$ cat src/rtl/wdt_pkg.sv
package wdt_pkg;
    typedef enum logic [1:0] {
        ESC_COUNT  = 2'd0,
        ESC_WARNED = 2'd1,
        ESC_RESET  = 2'd2
    } esc_state_t;

    typedef enum logic {
        PH_IDLE  = 1'b0,
        PH_ARMED = 1'b1
    } key_phase_t;

    localparam logic [7:0] KEY_ARM  = 8'h5A;
    localparam logic [7:0] KEY_FIRE = 8'hA5;
    localparam logic       SEL_SERVICE = 1'b0;
    localparam logic       SEL_CONFIG  = 1'b1;
endpackage

$ cat src/rtl/wdt_regs.sv
module wdt_regs
    import wdt_pkg::*;
#(
    parameter int DATA_W = 8,
    parameter int SEL_W  = 2
) (
    input  logic              clk,
    input  logic              rst_n,
    input  logic              wr_en,
    input  logic              wr_sel,
    input  logic [DATA_W-1:0] wr_data,
    output logic              clear_o,
    output logic [SEL_W-1:0]  period_sel_o,
    output logic              halt_stop_en_o
);
    localparam int CFG_W = SEL_W + 1;

    key_phase_t       phase_q, phase_d;
    logic [CFG_W-1:0] cfg_q;
    logic             svc_wr, cfg_wr;

    assign svc_wr = wr_en && (wr_sel == SEL_SERVICE);
    assign cfg_wr = wr_en && (wr_sel == SEL_CONFIG);

    always_ff @(posedge clk or negedge rst_n) begin
        if (!rst_n) phase_q <= PH_IDLE;
        else        phase_q <= phase_d;
    end

    always_comb begin
        phase_d = phase_q;
        clear_o = 1'b0;
        unique case (phase_q)
            PH_IDLE: begin
                if (svc_wr && wr_data == KEY_ARM) phase_d = PH_ARMED;
            end
            PH_ARMED: begin
                if (svc_wr && wr_data == KEY_FIRE) begin
                    phase_d = PH_IDLE;
                    clear_o = 1'b1;
                end
            end
            default: phase_d = PH_IDLE;
        endcase
    end

    always_ff @(posedge clk or negedge rst_n) begin
        if (!rst_n)      cfg_q <= '0;
        else if (cfg_wr) cfg_q <= wr_data[CFG_W-1:0];
    end

    assign period_sel_o   = cfg_q[SEL_W-1:0];
    assign halt_stop_en_o = cfg_q[SEL_W];

    // a clear always leaves the sequencer idle
    p_clear_idles_r5: assert property (@(posedge clk) disable iff (!rst_n)
        clear_o |=> (phase_q == PH_IDLE));
    // arming only follows a 5Ah service write
    p_arm_source_r6: assert property (@(posedge clk) disable iff (!rst_n)
        (phase_q == PH_ARMED && $past(phase_q) == PH_IDLE) |->
        $past(wr_en && wr_sel == SEL_SERVICE && wr_data == KEY_ARM));
endmodule

$ cat src/rtl/wdt_tick_counter.sv
module wdt_tick_counter #(
    parameter int BASE_LOG2 = 5,
    parameter int SEL_W     = 2
) (
    input  logic             clk,
    input  logic             rst_n,
    input  logic             tick,
    input  logic             stop,
    input  logic             clear,
    input  logic [SEL_W-1:0] period_sel,
    output logic             overflow_o
);
    localparam int NUM_MODES = 1 << SEL_W;
    localparam int CNT_W     = BASE_LOG2 + 2 * (NUM_MODES - 1);

    logic [CNT_W-1:0] cnt_q;
    logic [SEL_W-1:0] sel_q;
    logic [CNT_W-1:0] last_val;
    logic             advance;

    function automatic logic [CNT_W-1:0] last_of(input logic [SEL_W-1:0] s);
        logic [CNT_W:0] span;
        span = ({{CNT_W{1'b0}}, 1'b1} << (BASE_LOG2 + 2 * int'(s))) - 1'b1;
        return span[CNT_W-1:0];
    endfunction

    assign last_val   = last_of(sel_q);
    assign advance    = tick && !stop;
    assign overflow_o = advance && !clear && (cnt_q == last_val);

    always_ff @(posedge clk or negedge rst_n) begin
        if (!rst_n) begin
            cnt_q <= '0;
            sel_q <= '0;
        end else if (clear) begin
            cnt_q <= '0;
            sel_q <= period_sel;
        end else if (advance) begin
            cnt_q <= (cnt_q == last_val) ? '0 : cnt_q + 1'b1;
        end
    end

    // the count never passes the end of the latched period
    p_in_range_r2: assert property (@(posedge clk) disable iff (!rst_n)
        cnt_q <= last_val);
    // a stopped counter without clear holds its value
    p_stop_holds_r8: assert property (@(posedge clk) disable iff (!rst_n)
        (stop && !clear) |=> $stable(cnt_q));
    // the period in force changes only at a clear
    p_period_latch_r7: assert property (@(posedge clk) disable iff (!rst_n)
        !clear |=> $stable(sel_q));
endmodule

$ cat src/rtl/wdt_escalate.sv
module wdt_escalate
    import wdt_pkg::*;
(
    input  logic clk,
    input  logic rst_n,
    input  logic overflow,
    input  logic clear,
    output logic nmi_o,
    output logic rst_req_o
);
    esc_state_t state_q, state_d;
    logic       nmi_q;

    always_ff @(posedge clk or negedge rst_n) begin
        if (!rst_n) state_q <= ESC_COUNT;
        else        state_q <= state_d;
    end

    always_comb begin
        state_d = state_q;
        unique case (state_q)
            ESC_COUNT:  if (overflow) state_d = ESC_WARNED;
            ESC_WARNED: begin
                if (clear)         state_d = ESC_COUNT;
                else if (overflow) state_d = ESC_RESET;
            end
            ESC_RESET:  state_d = ESC_RESET;
            default:    state_d = ESC_COUNT;
        endcase
    end

    always_ff @(posedge clk or negedge rst_n) begin
        if (!rst_n) nmi_q <= 1'b0;
        else        nmi_q <= (state_q == ESC_COUNT) && overflow;
    end

    assign nmi_o     = nmi_q;
    assign rst_req_o = (state_q == ESC_RESET);

    // the interrupt is one cycle wide
    p_nmi_single_r3: assert property (@(posedge clk) disable iff (!rst_n)
        nmi_o |=> !nmi_o);
    // the reset request holds until system reset
    p_rst_sticky_r4: assert property (@(posedge clk) disable iff (!rst_n)
        rst_req_o |=> rst_req_o);
    // no interrupt once reset is requested
    p_no_nmi_in_reset_r4: assert property (@(posedge clk) disable iff (!rst_n)
        rst_req_o |-> !nmi_o);
    // an interrupt follows an overflow seen while counting
    p_nmi_cause_r3: assert property (@(posedge clk) disable iff (!rst_n)
        $rose(nmi_o) |-> $past(overflow));
endmodule

$ cat src/rtl/wdt_two_stage.sv
module wdt_two_stage #(
    parameter int BASE_LOG2 = 5,
    parameter int SEL_W     = 2,
    parameter int DATA_W    = 8
) (
    input  logic              clk,
    input  logic              rst_n,
    input  logic              tick,
    input  logic              deep_halt,
    input  logic              wr_en,
    input  logic              wr_sel,
    input  logic [DATA_W-1:0] wr_data,
    output logic              wdt_nmi,
    output logic              wdt_rst_req
);
    logic             key_clear;
    logic [SEL_W-1:0] period_sel;
    logic             halt_stop_en;
    logic             overflow;
    logic             stop;

    assign stop = halt_stop_en && deep_halt;

    wdt_regs #(.DATA_W(DATA_W), .SEL_W(SEL_W)) u_regs (
        .clk            (clk),
        .rst_n          (rst_n),
        .wr_en          (wr_en),
        .wr_sel         (wr_sel),
        .wr_data        (wr_data),
        .clear_o        (key_clear),
        .period_sel_o   (period_sel),
        .halt_stop_en_o (halt_stop_en)
    );

    wdt_tick_counter #(.BASE_LOG2(BASE_LOG2), .SEL_W(SEL_W)) u_cnt (
        .clk        (clk),
        .rst_n      (rst_n),
        .tick       (tick),
        .stop       (stop),
        .clear      (key_clear),
        .period_sel (period_sel),
        .overflow_o (overflow)
    );

    wdt_escalate u_esc (
        .clk       (clk),
        .rst_n     (rst_n),
        .overflow  (overflow),
        .clear     (key_clear),
        .nmi_o     (wdt_nmi),
        .rst_req_o (wdt_rst_req)
    );
endmodule

$ cat config.mk
export PLATFORM = sky130hd
export DESIGN_NAME = wdt_two_stage
export DESIGN_NICKNAME = d
export VERILOG_FILES = /design/src/rtl/wdt_pkg.sv /design/src/rtl/wdt_regs.sv /design/src/rtl/wdt_tick_counter.sv /design/src/rtl/wdt_escalate.sv /design/src/rtl/wdt_two_stage.sv
export SDC_FILE = /design/constraint.sdc
export NUM_CORES = 1
export LEC_CHECK = 0
export BUFFER_PORTS_ARGS = -buffer_cell sky130_fd_sc_hd__buf_2
export CAP_MARGIN = 20
export CORE_AREA = 2 2 42 52
export CTS_BUF_LIST = sky130_fd_sc_hd__clkbuf_4 sky130_fd_sc_hd__clkbuf_8
export DETAILED_ROUTE_END_ITERATION = 7
export DIE_AREA = 0 0 44 54
export GPL_TIMING_DRIVEN = 0
export HOLD_SLACK_MARGIN = 0.15
export PLACE_DENSITY = 0.81
export SYNTH_ARGS = -nofsm -noshare
export SYNTH_HDL_FRONTEND = slang
export SYNTH_SLANG_ARGS = --single-unit
$ cat constraint.sdc
create_clock -name clk -period 5.11 [get_ports clk]
set_input_delay 0.511 -clock clk [delete_from_list [all_inputs] [get_ports clk]]
set_output_delay 0.511 -clock clk [all_outputs]
set_load 0.05 [all_outputs]
==> summary.txt <==
Power
  • Pwr/cell area: approximately 300 nW/um2
  • Total chip power: roughly 370 uW
  • VDD IR-drop max: between 0.2 and 0.25 mV
  • Leak Pwr: between 0.5 and 0.6 nW

Clock network
  • Skew-Pair Late Insertion Delay: 0.31 ns
  • Post-CTS setup buffer count: 0
  • Clk buf depth: 2
  • Htree depth: 1
  • Post-CTS Hold Fix Bufs: 1
  • Clock slew at reported path FFs: 0.12 ns
  • Clock buffer count from CTS: 3
  • CTS sink count: 20
  • CTS tree: built
  • Root buf cell: clkbuf_4
  • Cts repair resizes: 0

STA
  • Final setup violating endpoints: 0
  • Final hold vios: 0
  • Relative slew slack: 0.5874
  • Hold slack: ~0.47 ns
  • Final Skew: roughly 0.0047 ns
  • FMAX: around 500 MHz
  • Worst-Margin Slew: between 0.6 and 0.7 ns
  • RSZ-0062 raised after global routing: no
  • Max Slew Vio Count: 0
  • Final min period: 1.985 ns
  • Post-route setup slack: 3.125 ns
  • Total negative setup slack: 0 ns
  • Crit share post-route: 0.3884

Global routing
  • GR Overflow Total: 0
  • Vias in the first global route: roughly 800
  • Largest net degree at the start of global routing: 21
  • Tot GR Track Use: 0.1966
  • First-pass GRT wire length: roughly 3500 um
  • Antenna violations before repair: 0

Placed design
  • Port Buffers: 15
  • Gpl congestion: 0.7873
  • Setup WS pre-CTS: 3.031 ns
  • Placed Instances: roughly 140
  • Hpwl dp: approximately 1600 um

Routing
  • Post-Route WL: ~2100 um
  • Vias per inst: around 6.2
  • Initial DRC Count: 12
  • Drc violations: 0
  • Drt pass-1 iters: 4
  • ANT nets after route: 0
  • Wire length per cell: around 15 um
  • Via count: 893

Worst setup path
  • Critical Path Fanout Max: 5
  • Critical path class: register to register
  • Critical path arrival: about 2.1 ns
  • Endpoint type of the worst setup path: register
  • Critical Path Start Type: register
  • CP max stage delay: 0.52 ns
  • Data required, critical path: around 5.3 ns
  • Cell Chain, Critical Path: mux2_2 > o31a_1 > a211oi_1 > a2111oi_0
  • Slowest CP cell: a211oi_1

Status
  • Outcome: finished clean

Finish
  • Layout Cells excl Fill: 143
  • Layout Nets: between 100 and 150
  • Commonest non-fill, non-tap cell in the layout: dfrtp_1
  • Syn-to-layout area delta: 13.37%
  • Fillers: 156
  • Share of cells above drive strength 1: 0.2764
  • Most frequent cells in the layout: 20 x dfrtp_1, 16 x buf_2, 10 x nor2_1
  • # diodes: 0

Yosys
  • Unique masters post-synth: 42
  • Synthesized Nets: between 100 and 150
  • Post-Synthesis Cells: around 100
  • Async set-or-reset flop fraction in the synthesized netlist: 1.000
  • Synth Cell Area: between 1000 and 1500 um2
  • Mean Syn Cell Area: roughly 11 um2
  • Ys flop type: dfrtp_1
  • EDFF count, synth: 0
  • Syn. warnings: 0
  • Number of register bits inferred by synthesis: 20
  • Sequential fraction of the synthesis area: 0.4571

Die
  • # IOs: 16
  • Rows: 18
  • Core area: about 1900 um2
  • Die Height: around 54 um
  • Die width: 44 um
  • Area of the die: 2376 um2
  • Initial Util: 0.5652

Flow run
  • Max Cap Viol: 0

Min path
  • Worst hold path type: primary input to register
==> flip-flops by register name (all words and copies together) (netlist names) <==
name,flops
u_regs.cfg_q,3
u_esc.nmi_o,1
u_regs.phase_q,1
u_cnt.sel_q,2
u_esc.state_q,2
u_cnt.cnt_q,11
==> layer usage <==
metal | vias to the layer above | global-route usage | share of wire
li1 | 423 | - | -
met1 | 430 | 0.2298 | 0.42
met2 | 33 | 0.3529 | 0.52
met3 | 7 | 0.02349 | 0.041
met4 | 0 | 0.09596 | 0.022
met5 | - | 0 | 0
==> cell usage after synthesis, types with 2 or more instances <==
cell type   n  area share
a2111oi_0   2       0.016
a211oi_1    2       0.014
and3_1      2       0.011
dfrtp_1    20        0.46
inv_1       2      0.0069
mux2_2      6       0.062
nand2_1     8       0.027
nand3_1     3       0.014
nand3b_1    2       0.014
nand4_1     4       0.023
nor2_1     10       0.034
nor2b_1     2       0.011
nor3_1      5       0.023
o22ai_1     2       0.011
or4_1       2       0.014
xnor2_1     4       0.032
xor2_1      2       0.016
==> worst paths after layout <==
kind | start | end | slack (ns) | depth (start not counted)
min reg2reg | u_regs.cfg_q[0] | u_regs.cfg_q[0] | 0.52 | 1
min | wr_data[2] | u_regs.cfg_q[2] | 0.47 | 2
max | u_cnt.sel_q[1] | u_cnt.cnt_q[5] | 3.13 | 4
max in group asynchronous | rst_n | u_cnt.cnt_q[6] | 4.13 | 2
max reg2reg | u_cnt.sel_q[1] | u_cnt.cnt_q[5] | 3.13 | 4
min in group asynchronous | rst_n | u_cnt.cnt_q[9] | 0.66 | 2
==> where the power goes <==
part | leakage, nW | internal (mW) | switching (mW)
clock | 0.0210 | 0.0435 | 0.0510
combinational | 0.267 | 0.0337 | 0.0386
sequential | 0.247 | 0.180 | 0.0224
==> final cells by class <==
type / instances / area (um2) / area share
inverters: 2 / 7.507 / 0.006048
multi-input cells: 78 / 564.3 / 0.4546
repair buffers: 16 / 85.08 / 0.06855
flip-flops and latches: 20 / 500.5 / 0.4032
plain buffers: 3 / 22.52 / 0.01815
clock buffers: 4 / 36.28 / 0.02923
well taps: 20 / 25.02 / 0.02016
==> critical path, delay by kind of cell, from the launching register on <==
kind           cells  cell delay, ns
flip-flops         1            0.44
AO/OA/AOI/OAI      3            1.04
multiplexers       1            0.35
==> kinds of logic (layout without fill, tap and decap cells) <==
family,Yosys count,after routing,share of synthesized area
compound gates,16,16,0.1314
buf+inv,5,25,0.02742
mux,7,7,0.07542
fa+ha+maj,1,1,0.01143
simple gates,48,48,0.2491
xor+xnor,6,6,0.04800
flops,20,20,0.4571
==> through the flow <==
step | area [um2] | utilization
3_5_place_dp | 1195 | 0.6169
6_report | 1241 | 0.6408
2_1_floorplan | 1095 | -
4_1_cts | 1241 | 0.6408
3_3_place_gp | 1195 | 0.6169
5_1_grt | 1241 | 0.6408
No activity file was read; power rests on OpenSTA's default activity.
